**src/rtl/audio_pkt_pkg.sv**
```systemverilog
package audio_pkt_pkg;

   localparam int SAMPLE_W = 8;
   localparam int ADDR_W   = 3;
   localparam int RATE_W   = 2;

   localparam logic [ADDR_W-1:0]   ADDR_ALL  = 3'b111;
   localparam logic [SAMPLE_W-1:0] MID_SCALE = 8'h80;
   localparam logic [RATE_W-1:0]   RATE_FAST = 2'b01;

   typedef struct packed {
      logic [RATE_W-1:0] rate;
      logic [ADDR_W-1:0] dst;
      logic [ADDR_W-1:0] src;
   } hdr_t;

   typedef enum logic [1:0] {
      PS_HDR  = 2'd0,
      PS_KEEP = 2'd1,
      PS_SKIP = 2'd2
   } parse_st_t;

   typedef enum logic {
      PL_IDLE = 1'b0,
      PL_RUN  = 1'b1
   } play_st_t;

endpackage

```
**src/rtl/apb_hdr_filter.sv**
```systemverilog
module apb_hdr_filter
   import audio_pkt_pkg::*;
#(
   parameter int PAYLOAD_LEN = 16
) (
   input  logic                clk,
   input  logic                rst,
   input  logic                byte_vld,
   input  logic [SAMPLE_W-1:0] byte_data,
   input  logic [ADDR_W-1:0]   my_addr,
   output logic                keep_vld,
   output logic [SAMPLE_W-1:0] keep_data,
   output logic                rate_fast,
   output logic [ADDR_W-1:0]   src_addr
);

   localparam int CNT_W = (PAYLOAD_LEN > 1) ? $clog2(PAYLOAD_LEN) : 1;
   localparam logic [CNT_W-1:0] LAST_IDX = CNT_W'(PAYLOAD_LEN - 1);

   parse_st_t        state;
   logic [CNT_W-1:0] idx;
   hdr_t             hdr;
   logic             addr_hit;

   assign hdr      = hdr_t'(byte_data);
   assign addr_hit = (hdr.dst == my_addr) || (hdr.dst == ADDR_ALL);

   always_ff @(posedge clk) begin
      if (rst) begin
         state     <= PS_HDR;
         idx       <= '0;
         rate_fast <= 1'b0;
         src_addr  <= '0;
      end else if (byte_vld) begin
         case (state)
            PS_HDR: begin
               idx <= '0;
               if (addr_hit) begin
                  state     <= PS_KEEP;
                  src_addr  <= hdr.src;
                  rate_fast <= (hdr.rate == RATE_FAST);
               end else begin
                  state <= PS_SKIP;
               end
            end
            PS_KEEP, PS_SKIP: begin
               if (idx == LAST_IDX) begin
                  state <= PS_HDR;
                  idx   <= '0;
               end else begin
                  idx <= idx + 1'b1;
               end
            end
            default: state <= PS_HDR;
         endcase
      end
   end

   assign keep_vld  = byte_vld && (state == PS_KEEP);
   assign keep_data = byte_data;

endmodule

```
**src/rtl/apb_sync_fifo.sv**
```systemverilog
module apb_sync_fifo #(
   parameter int DATA_W = 8,
   parameter int DEPTH  = 32
) (
   input  logic                         clk,
   input  logic                         rst,
   input  logic                         wr_en,
   input  logic [DATA_W-1:0]            wr_data,
   input  logic                         rd_en,
   output logic [DATA_W-1:0]            rd_data,
   output logic [$clog2(DEPTH+1)-1:0]   level,
   output logic                         empty,
   output logic                         full
);

   localparam int PTR_W = (DEPTH > 1) ? $clog2(DEPTH) : 1;
   localparam int LVL_W = $clog2(DEPTH + 1);
   localparam bit POW2  = (DEPTH == (1 << PTR_W));

   logic [DATA_W-1:0] mem [DEPTH];
   logic [PTR_W-1:0]  wr_ptr, rd_ptr, wr_nxt, rd_nxt;
   logic              do_wr, do_rd;

   assign empty = (level == '0);
   assign full  = (level == LVL_W'(DEPTH));
   assign do_wr = wr_en && !full;
   assign do_rd = rd_en && !empty;

   generate
      if (POW2) begin : g_wrap_free
         assign wr_nxt = wr_ptr + 1'b1;
         assign rd_nxt = rd_ptr + 1'b1;
      end else begin : g_wrap_cmp
         assign wr_nxt = (wr_ptr == PTR_W'(DEPTH - 1)) ? '0 : wr_ptr + 1'b1;
         assign rd_nxt = (rd_ptr == PTR_W'(DEPTH - 1)) ? '0 : rd_ptr + 1'b1;
      end
   endgenerate

   always_ff @(posedge clk) begin
      if (do_wr) mem[wr_ptr] <= wr_data;
   end

   always_ff @(posedge clk) begin
      if (rst) begin
         wr_ptr <= '0;
         rd_ptr <= '0;
         level  <= '0;
      end else begin
         if (do_wr) wr_ptr <= wr_nxt;
         if (do_rd) rd_ptr <= rd_nxt;
         case ({do_wr, do_rd})
            2'b10:   level <= level + 1'b1;
            2'b01:   level <= level - 1'b1;
            default: level <= level;
         endcase
      end
   end

   assign rd_data = mem[rd_ptr];

endmodule

```
**src/rtl/apb_rate_timer.sv**
```systemverilog
module apb_rate_timer #(
   parameter int SLOW_DIV = 25000,
   parameter int FAST_DIV = 12500
) (
   input  logic clk,
   input  logic rst,
   input  logic hold,
   input  logic fast,
   output logic tick
);

   localparam int MAX_DIV = (SLOW_DIV > FAST_DIV) ? SLOW_DIV : FAST_DIV;
   localparam int CNT_W   = $clog2(MAX_DIV + 1);

   logic [CNT_W-1:0] cnt;
   logic [CNT_W-1:0] last;

   assign last = fast ? CNT_W'(FAST_DIV - 1) : CNT_W'(SLOW_DIV - 1);
   assign tick = !hold && (cnt >= last);

   always_ff @(posedge clk) begin
      if (rst || hold) cnt <= '0;
      else if (tick)   cnt <= '0;
      else             cnt <= cnt + 1'b1;
   end

endmodule

```
**src/rtl/apb_playout_ctrl.sv**
```systemverilog
module apb_playout_ctrl
   import audio_pkt_pkg::*;
#(
   parameter int LVL_W     = 6,
   parameter int THRESHOLD = 8
) (
   input  logic                clk,
   input  logic                rst,
   input  logic [LVL_W-1:0]    level,
   input  logic                empty,
   input  logic [SAMPLE_W-1:0] head,
   input  logic                tick,
   output logic                pop,
   output logic                timer_hold,
   output logic                running,
   output logic [SAMPLE_W-1:0] sample,
   output logic                strobe
);

   play_st_t state;

   assign running    = (state == PL_RUN);
   assign timer_hold = !running;
   assign pop        = running && tick && !empty;

   always_ff @(posedge clk) begin
      if (rst) begin
         state  <= PL_IDLE;
         sample <= MID_SCALE;
         strobe <= 1'b0;
      end else begin
         strobe <= 1'b0;
         case (state)
            PL_IDLE: begin
               if (level >= LVL_W'(THRESHOLD)) state <= PL_RUN;
            end
            PL_RUN: begin
               if (tick) begin
                  strobe <= 1'b1;
                  if (!empty) begin
                     sample <= head;
                  end else begin
                     sample <= MID_SCALE;
                     state  <= PL_IDLE;
                  end
               end
            end
            default: state <= PL_IDLE;
         endcase
      end
   end

endmodule

```
**src/rtl/audio_playout_buffer.sv**
```systemverilog
module audio_playout_buffer
   import audio_pkt_pkg::*;
#(
   parameter int CLK_HZ         = 50_000_000,
   parameter int RATE_LO_HZ     = 2000,
   parameter int RATE_HI_HZ     = 4000,
   parameter int PAYLOAD_LEN    = 16,
   parameter int FIFO_DEPTH     = 32,
   parameter int FILL_THRESHOLD = 8
) (
   input  logic       clk,
   input  logic       rst,
   input  logic       rx_vld,
   input  logic [7:0] rx_byte,
   input  logic [2:0] station_id,
   output logic [7:0] dac_sample,
   output logic       dac_stb,
   output logic [2:0] last_src_id
);

   localparam int SLOW_DIV = CLK_HZ / RATE_LO_HZ;
   localparam int FAST_DIV = CLK_HZ / RATE_HI_HZ;
   localparam int LVL_W    = $clog2(FIFO_DEPTH + 1);

   generate
      if (PAYLOAD_LEN < 2)
         $error("PAYLOAD_LEN must be at least 2");
      if (FIFO_DEPTH < 2)
         $error("FIFO_DEPTH must be at least 2");
      if (FILL_THRESHOLD < 1 || FILL_THRESHOLD > FIFO_DEPTH)
         $error("FILL_THRESHOLD must lie in 1..FIFO_DEPTH");
      if (SLOW_DIV < 2 || FAST_DIV < 2)
         $error("sample periods must be at least two clocks");
   endgenerate

   logic                keep_vld;
   logic [SAMPLE_W-1:0] keep_data;
   logic                rate_fast;
   logic [SAMPLE_W-1:0] head;
   logic [LVL_W-1:0]    fifo_count;
   logic                fifo_empty, fifo_full;
   logic                pop, tick, timer_hold, playing;

   apb_hdr_filter #(.PAYLOAD_LEN(PAYLOAD_LEN)) u_filter (
      .clk       (clk),
      .rst       (rst),
      .byte_vld  (rx_vld),
      .byte_data (rx_byte),
      .my_addr   (station_id),
      .keep_vld  (keep_vld),
      .keep_data (keep_data),
      .rate_fast (rate_fast),
      .src_addr  (last_src_id)
   );

   apb_sync_fifo #(.DATA_W(SAMPLE_W), .DEPTH(FIFO_DEPTH)) u_fifo (
      .clk     (clk),
      .rst     (rst),
      .wr_en   (keep_vld),
      .wr_data (keep_data),
      .rd_en   (pop),
      .rd_data (head),
      .level   (fifo_count),
      .empty   (fifo_empty),
      .full    (fifo_full)
   );

   apb_rate_timer #(.SLOW_DIV(SLOW_DIV), .FAST_DIV(FAST_DIV)) u_timer (
      .clk  (clk),
      .rst  (rst),
      .hold (timer_hold),
      .fast (rate_fast),
      .tick (tick)
   );

   apb_playout_ctrl #(.LVL_W(LVL_W), .THRESHOLD(FILL_THRESHOLD)) u_ctrl (
      .clk        (clk),
      .rst        (rst),
      .level      (fifo_count),
      .empty      (fifo_empty),
      .head       (head),
      .tick       (tick),
      .pop        (pop),
      .timer_hold (timer_hold),
      .running    (playing),
      .sample     (dac_sample),
      .strobe     (dac_stb)
   );

endmodule

```
**config.mk**
```make
export PLATFORM = sky130hd
export DESIGN_NAME = audio_playout_buffer
export DESIGN_NICKNAME = d
export VERILOG_FILES = /design/src/rtl/audio_pkt_pkg.sv /design/src/rtl/apb_hdr_filter.sv /design/src/rtl/apb_sync_fifo.sv /design/src/rtl/apb_rate_timer.sv /design/src/rtl/apb_playout_ctrl.sv /design/src/rtl/audio_playout_buffer.sv
export SDC_FILE = /design/constraint.sdc
export NUM_CORES = 1
export LEC_CHECK = 0
export BUFFER_PORTS_ARGS = -buffer_cell sky130_fd_sc_hd__buf_4
export CAP_MARGIN = 20
export CELL_PAD_IN_SITES_DETAIL_PLACEMENT = 1
export CELL_PAD_IN_SITES_GLOBAL_PLACEMENT = 2
export CORE_ASPECT_RATIO = 1.4
export CORE_MARGIN = 10
export CORE_UTILIZATION = 41
export DETAILED_ROUTE_END_ITERATION = 7
export MAX_ROUTING_LAYER = met4
export PLACE_DENSITY_LB_ADDON = 0.1
export SKIP_LAST_GASP = 1
export SLEW_MARGIN = 20
export SYNTH_ARGS = -nofsm -noshare
export SYNTH_HDL_FRONTEND = slang
export SYNTH_SLANG_ARGS = --single-unit
```
**constraint.sdc**
```tcl
create_clock -name clk -period 3.14 [get_ports clk]
set_input_delay 0.628 -clock clk [delete_from_list [all_inputs] [get_ports clk]]
set_output_delay 0.628 -clock clk [all_outputs]
set_load 0.005 [all_outputs]
```
Yosys cells after proc, flatten, opt, wreduce, memory -nomap -nowiden
Memories as Yosys holds them, arrays and structs flattened. A register that Yosys moved wholly into a read port is not among the register bits. Index checks and enable logic that the tools add are counted.

Register bits after elaboration: 51. Memories kept: 1. Memory bits (writable): 256. Output and inout bits: 12. Input bits: 14.

Memories: u_fifo.mem (depth 32, width 8, read ports 1, clocked after memory_dff 1, write ports 1, line apb_sync_fifo.sv:20) `logic [DATA_W-1:0] mem [DEPTH];`.

Order comparisons: 2. Equal/unequal tests: 10. Bitwise operators: 1. Reduce and logical (&&, ||, !) cells: 22. Mux-type cells: 17. Add/subtract/negate cells: 6.

Operators by type and width (count): $add A15 B1 Y15 const B (1); $ge A15 B15 Y1 (1); $mux W15 (1); $pmux W6 S2 (1); $add A5 B1 Y5 const B (2); $mux W5 (2); $mux W8 (1); $pmux W4 S2 (1); $add A6 B1 Y6 const B (1); $eq A2 B1 Y1 const B (3); $eq A6 B6 Y1 const B (1); $ge A6 B4 Y1 const B (1); $logic_and A1 B1 Y1 (6); $logic_not A6 Y1 (1); $mux W1 (6); $reduce_and A2 Y1 (3); $reduce_or A2 Y1 (3); $sub A6 B1 Y6 const B (1); $add A4 B1 Y4 const B (1); $eq A2 B2 Y1 const B (2); $eq A4 B4 Y1 const B (1); $mux W2 (2); $mux W4 (1); $pmux W2 S2 (1); other kinds (10) (14).

Longest topological paths before layout
Gate-level depths: netlist of the first run.

Depth after elaboration: 8. Depth in mapped cells: 16.

Cells and area by module
A second synthesis of the first run with hierarchy kept.

Cells, all modules: 850. Area, all modules: 13190.2 µm².

Modules (own cells, without submodules): apb_sync_fifo (instances 1, cells an instance 630, sequential area each 8107.8 µm², area an instance 11135.7 µm²); apb_rate_timer (instances 1, cells an instance 96, sequential area each 300.3 µm², area an instance 908.4 µm²); apb_hdr_filter (instances 1, cells an instance 79, sequential area each 200.2 µm², area an instance 664.4 µm²); apb_playout_ctrl (instances 1, cells an instance 45, sequential area each 200.2 µm², area an instance 481.7 µm²).

Worst setup path after synthesis of the first run
No wires, ideal clock.

Path kind: flip-flop to flip-flop. Start: register u_filter.rate_fast. End: register u_fifo.level[5]. Cell stages (with the launch flop): 16. Arrival: 3300 ps. Required time: 3012 ps. Slack: -288 ps. Clock period less this slack: 3428 ps. Path through: dfxtp_1 > inv_1 > ha_1 > a21o_1 > a21oi_1 > o22ai_1 > o21ai_1 > nor2_1 > ha_1 > ha_1 > a21o_1 > a21o_1 > a21o_1 > a311oi_1 > xor2_1 > nor2_1.

Cells in the longest elaborated chain, start to end: 8. Elaborated cells between the ends (all ways): 10. Classes of those cells: order compare (1); eq/ne (2); mux (2); reduce/logical (5).

RTL lines: start, declared (line apb_hdr_filter.sv:13) `output logic rate_fast,`; start signal, assigned (line apb_hdr_filter.sv:41) `rate_fast <= (hdr.rate == RATE_FAST);`; $mux W15 (*) (line apb_rate_timer.sv:18) `assign last = fast ? CNT_W'(FAST_DIV - 1) : CNT_W'(SLOW_DIV - 1);`; $ge A15 B15 Y1 (*) (line apb_rate_timer.sv:19) `assign tick = !hold && (cnt >= last);`; $logic_and A1 B1 Y1 (*) (line apb_rate_timer.sv:19); $logic_and A1 B1 Y1 (*) (2 in a row) (line apb_playout_ctrl.sv:24) `assign pop = running && tick && !empty;`; $logic_and A1 B1 Y1 (*) (line apb_sync_fifo.sv:27) `assign do_rd = rd_en && !empty;`; $eq A2 B1 Y1 or $eq A2 B2 Y1 (tied branches) (line apb_sync_fifo.sv:51) `case ({do_wr, do_rd})`; $pmux W6 S2 or $reduce_bool A2 Y1 (tied branches); end signal, assigned (line apb_sync_fifo.sv:52) `2'b10: level <= level + 1'b1;`; end signal, assigned (line apb_sync_fifo.sv:53) `2'b01: level <= level - 1'b1;`; end signal, assigned (line apb_sync_fifo.sv:54) `default: level <= level;`; end, declared (line apb_sync_fifo.sv:11) `output logic [$clog2(DEPTH+1)-1:0] level,`.

Mark *: on every way between the ends. The rest lies on a longest branch, timed or not. A chain may end at the register's enable or synchronous reset.

Worst setup path after layout of the first run
Same ends and word-level chain as after synthesis.

==> metrics.yaml, run 1 <==
drive_above_1_share_pct: 23.33
fin_crit_sh_pct: 95.51
p_leak_nw: 4.814
powerDensity_mw_per_mm2: 548.4
yosys_warnings: 0
highest_layer: "met4"
initial_core_util_pct: 41.38
grt_overflow: 0
ys_seq_area_share_pct: 69.30
pre_cts_slack_ns: -0.1000
grt_pass1_wl_um: 49090
drc_errors: 0
synthCells: 802
critPathTopFamily: "compound AO/OA/AOI/OAI gates"
slew_violations: 0
synth_common_cells: "256 x edfxtp_1, 83 x nor2_1, 56 x dfxtp_1, 48 x mux2i_1, 46 x mux4_2"
yosysTopAreaCellShare_pct: 60.48
netlist_area_mm2: 0.01271
avgSynthCellArea_um2: 15.85
drt_iter0_drc: 382
drt_first_pass_iters: 5
ant_nets: 0
dr_wl_met3_um: 1107
antenna_found_initial: 1
path_common_cell: "a21o_1"
clk_pin_slew_ns: 0.06
setup_viol_count_final: 0
vdd_drop_max_uv: 426.2
post_synth_num_cell_types: 56
wire_per_inst_um: 25.03
cts_tree: "built"
grt_max_degree: 37
viasPerCell: 5.510
clockRootBuffer: "clkbuf_16"
globalplace.congestion: 0.7959
cts_sinks: 312
routed_wl_um: 32620
worst_pin_slew_ns: 0.7817
cp.required_ns: 3.58
yosys.cell_count.top_type: "edfxtp_1"
vias: 7180
fmax_mhz: 333.4
synthArstFlopShare_pct: 0
syn-num-nets: 839
port_buffers: 25
cp_max_fo: 5
wl_met1_um: 12750
route.met2.wl_um: 17970
ctsHoldBuffers: 0
num-nets-final: 926
cp_slowest_cell: "dfxtp_4"
outcome: "completed"
worst-path-buf-inv: 1
dpl.cell_count: 1242
path_cells: "inv_4 -> ha_4 -> a21o_1 -> a21oi_2 -> o22ai_2 -> o21ai_2 -> nor2_4 -> ha_4 -> ha_1 -> a21o_1 -> a21o_1 -> a21o_1 -> a311oi_2 -> xor2_1 -> nor2_1"
rows: 76
cpPeakStageDelay_ns: 0.38
htreeDepth: 1
grt_pass1_vias: 7831
p_total_mw: 8.116
cts_buffers: 31
setup_ws_ns: 0.1410
path_class: "reg2reg"
synth_seq_cells: 312
arrival_ns: 3.44
die_y_um: 228.3
cts_buffer_depth: 3
end_kind: "register"
areaGrowthSynthToFinish_pct: 16.43
synthFlopType: "edfxtp_1"
ios: 26
hold_path.class: "in2reg"
hold_violations: 0
clk_latency_ns: 0.58
track_usage_pct: 17.15
dp_hpwl_um: 22500
period_needed_ns: 2.999
die_w_um: 168.8
start_kind: "register"
synth_edf_count: 256
drv_cap: 0
die-area_mm2: 0.03855
diodes: 0
fin_cells: 1303
synth_top_area_cell: "edfxtp_1"
core_area_mm2: 0.03071
synth_area_leaders: "edfxtp_1 60%, dfxtp_1 8.8%, mux4_2 8.2%"
max_slew_margin_pct: 47.69
finalClockSkew_ns: 0.01338
-- kinds of logic (layout without fill, tap and decap cells) --
family / after synthesis / count (layout) / share of synthesized area (%)
AO/OA/AOI/OAI: 95 / 95 / 5.119
flip-flops: 312 / 312 / 69.30
AND/OR/NAND/NOR: 197 / 197 / 7.117
multiplexers: 102 / 102 / 12.76
XOR/XNOR: 22 / 22 / 1.516
adder cells (fa/ha/maj): 23 / 23 / 2.323
buffers and inverters: 51 / 162 / 1.870
-- metrics by stage --
stage | TNS (ns) | area, um^2 | hold WS [ns] | utilization (%)
2_1_floorplan | 0 | 12740 | 0.4376 | -
4_1_cts | 0 | 14700 | 0.2981 | 47.87
6_report | 0 | 14800 | 0.3272 | 48.18
5_1_grt | -0.004165 | 14800 | 0.3068 | 48.18
3_3_place_gp | -0.03850 | 13710 | 0.4494 | 44.64
3_5_place_dp | -0.1000 | 13710 | 0.4635 | 44.64
-- routing by layer --
layer,vias to the layer above,global-route usage [%]
met5,-,-
met4,0,5.453
met3,37,2.409
met2,123,30.85
met1,3751,19.05
li1,3269,-
-- flip-flops by register name, indices dropped and copies added, names as in the netlist, 2 cells and up, named ones only --
name,cells
u_fifo.mem,256
u_timer.cnt,15
u_ctrl.sample,8
u_fifo.level,6
u_fifo.rd_ptr,5
u_fifo.wr_ptr,5
u_filter.idx,4
u_filter.src_addr,3
u_filter.state,2
-- where the power goes --
part           internal [mW]  switching, mW  leakage [nW]
Combinational         0.0461          0.124          1.61
Sequential              4.48        0.00776          2.75
Clock                   1.90           1.57         0.449
-- worst paths after layout --
path / start / to / slack [ns] / cells past startpoint
setup reg to reg: u_filter.rate_fast / u_fifo.level[5] / 0.14 / 15
hold / removal: rx_byte[4] / u_fifo.mem[19][4] / 0.33 / 1
setup / recovery: u_filter.rate_fast / u_fifo.level[5] / 0.14 / 15
hold reg to reg: u_ctrl.sample[1] / u_ctrl.sample[1] / 0.47 / 2
-- placed cells by master (no fill, tap or decap), types with 8 or more instances in the layout --
master / count
edfxtp_1: 256
buf_4: 85
nor2_1: 82
dfxtp_1: 52
mux2i_1: 48
mux4_2: 46
nand2_1: 38
clkbuf_16: 31
a21oi_1: 26
nand3_1: 26
inv_1: 17
ha_1: 15
a22oi_1: 14
xor2_1: 14
nor2b_1: 9
xnor2_1: 8
-- area by class of cell --
cell class / instances / area, um^2
sequential: 312 / 8818
multi-input combinational: 439 / 3802
inverter: 18 / 70.07
clock inverter: 21 / 147.6
timing repair buffer: 87 / 678.2
fill: 2972 / 15920
clock buffer: 36 / 794.5
tap: 390 / 488.0
-- timing repair --
item / in CTS / in global routing
buffers inserted: 2 / 2
pin swaps: 5 / 16
gates resized for setup: 5 / 12
endpoints found under the setup margin: 1 / 2
Power figures use the tool's default switching activity.
==> run 2, diff against run 1 <==
Settings changed: RECOVER_POWER set to 100.
==> metrics.yaml, run 2 (same netlist as run 1, synthesis figures left out) <==
initial_core_util_pct: 41.38
core_area_mm2: 0.03071
multi_input_area_mm2: 0.003802
vdd_drop_max_uv: 427.8
regMostFlops: "u_fifo.mem"
path_cells: "inv_4 -> ha_4 -> a21o_1 -> a21oi_2 -> o22ai_2 -> o21ai_2 -> nor2_4 -> ha_4 -> ha_1 -> a21o_1 -> a21o_1 -> a21o_1 -> a311oi_2 -> xor2_1 -> nor2_1"
drt_first_pass_iters: 6
clkPwrFrac_pct: 42.7
clk_latency_ns: 0.58
p_leak_nw: 4.733
grt_pass1_vias: 7831
p_sw_mw: 1.698
path_class: "reg2reg"
htreeDepth: 1
holdWs_ns: 0.3823
arrival_ns: 3.44
worst-path-buf-inv: 1
die-area_mm2: 0.03855
drt_iter0_drc: 411
period_needed_ns: 3.002
internal_power_mw: 6.413
cp_max_fo: 5
pre_cts_slack_ns: -0.1000
ctsHoldBuffers: 0
critPathTopFamily: "compound AO/OA/AOI/OAI gates"
antenna_found_initial: 2
cts_tree: "built"
dp_hpwl_um: 22500
comb_power_share_pct: 2.0
port_buffers: 25
vias: 7200
final_area_mm2: 0.01472
ant_nets: 0
reg_top3: "u_fifo.mem: 256 flops, u_timer.cnt: 15 flops, u_ctrl.sample: 8 flops"
wire_per_inst_um: 25.03
largest_register_ffs: 256
drive_above_1_share_pct: 21.03
grt_overflow: 0
ios: 26
setup_tns_ns: 0
cp_slowest_cell: "dfxtp_4"
outcome: "finished, violations left"
end_kind: "register"
drc_errors: 0
die_w_um: 168.8
worst_pin_slew_ns: 1.833
areaGrowthSynthToFinish_pct: 15.83
p_seq_share_pct: 55.3
register_area_mm2: 0.008818
num-nets-final: 926
drv_cap: 6
grt_pass1_wl_um: 49090
cpPeakStageDelay_ns: 0.38
grt_max_degree: 37
layout_common_cells: "256 x edfxtp_1, 82 x nor2_1, 58 x buf_4"
viasPerCell: 5.521
clockRootBuffer: "clkbuf_16"
slew_violations: 170
r2r_cells: 15
cts_buffer_depth: 3
setup_viol_count_final: 0
n_fill_cell: 2981
hold_path.class: "in2reg"
path_depth: 15
die_y_um: 228.3
setup_ws_ns: 0.1381
post_dp_cell_area_mm2: 0.01371
fin_crit_sh_pct: 95.60
path_common_cell: "a21o_1"
clk_pin_slew_ns: 0.06
finalClockSkew_ns: 0.01446
cts_buffers: 31
final_common_cell: "edfxtp_1"
hold_violations: 0
cp.required_ns: 3.58
cts_sinks: 312
max_slew_margin_pct: -22.22
hold_depth: 3
globalplace.congestion: 0.7959
routed_wl_um: 32630
track_usage_pct: 17.15
rows: 76
powerDensity_mw_per_mm2: 550.9
p_total_mw: 8.111
fmax_mhz: 333.1
start_kind: "register"
violations: "capacitance limit, slew limit"
power_switching_share_pct: 20.94
## run 2: changes by cell type in the layout (fill, tap and decap cells not counted)
cell / previous run / this run
buf_4: 85 / 58
clkbuf_1: 5 / 26
clkbuf_4: 0 / 6
diode_2: 0 / 1
## run 2: final timing paths
path	startpoint	endpoint	slack, ns
worst max-delay path	u_filter.rate_fast	u_fifo.level[5]	0.14
worst min-delay path	rx_vld	u_filter.state[0]	0.38
worst max register to register	u_filter.rate_fast	u_fifo.level[5]	0.14
worst min register to register	u_ctrl.sample[1]	u_ctrl.sample[1]	0.46
## run 2: area by class of cell
type / instances / area share (%)
repair buffers: 87 / 4.071
multi-input cells: 439 / 25.83
inverters: 18 / 0.4759
diodes: 1 / 0.01700
flip-flops and latches: 312 / 59.90
clock buffers: 36 / 5.396
clock inverters: 21 / 1.003
well taps: 390 / 3.314
## run 2: layer usage
metal  up-vias  global-route usage (%)  wire length, um
li1       3273                       -                -
met1      3774                   19.05            12800
met4         0                   5.453              783
met5         -                       -                0
met3        38                   2.409             1101
met2       115                   30.85            17940
## run 2: stage by stage
stage	instances	utilization [%]
after CTS	1301	47.87
after floorplan	802	-
after global placement	1242	44.64
after global routing	1304	47.93
after detailed placement	1242	44.64
final	1304	47.93
## run 2: worst reg2reg max path, stage by stage (launching register included)
cell	delay, ns
dfxtp_4	0.38
inv_4	0.05
ha_4	0.21
a21o_1	0.17
a21oi_2	0.13
o22ai_2	0.12
o21ai_2	0.24
nor2_4	0.08
ha_4	0.16
ha_1	0.26
a21o_1	0.16
a21o_1	0.22
a21o_1	0.19
a311oi_2	0.26
xor2_1	0.18
nor2_1	0.07
## run 2: timing repair
| item | CTS | global route |
|---|---|---|
| resized for setup | 5 | 12 |
| pin swaps | 5 | 16 |
| endpoints found under the setup margin | 1 | 2 |
| buffers inserted | 2 | 2 |
## run 2: power by group through the flow
stage,Sequential [mW],Clock (mW),Combinational [mW]
CTS,4.48,3.57,0.171
detailed placement,4.57,0,0.171
floorplan,4.57,0,0.0575
global route,4.49,3.72,0.181
global placement,4.57,0,0.160
finish,4.49,3.46,0.161
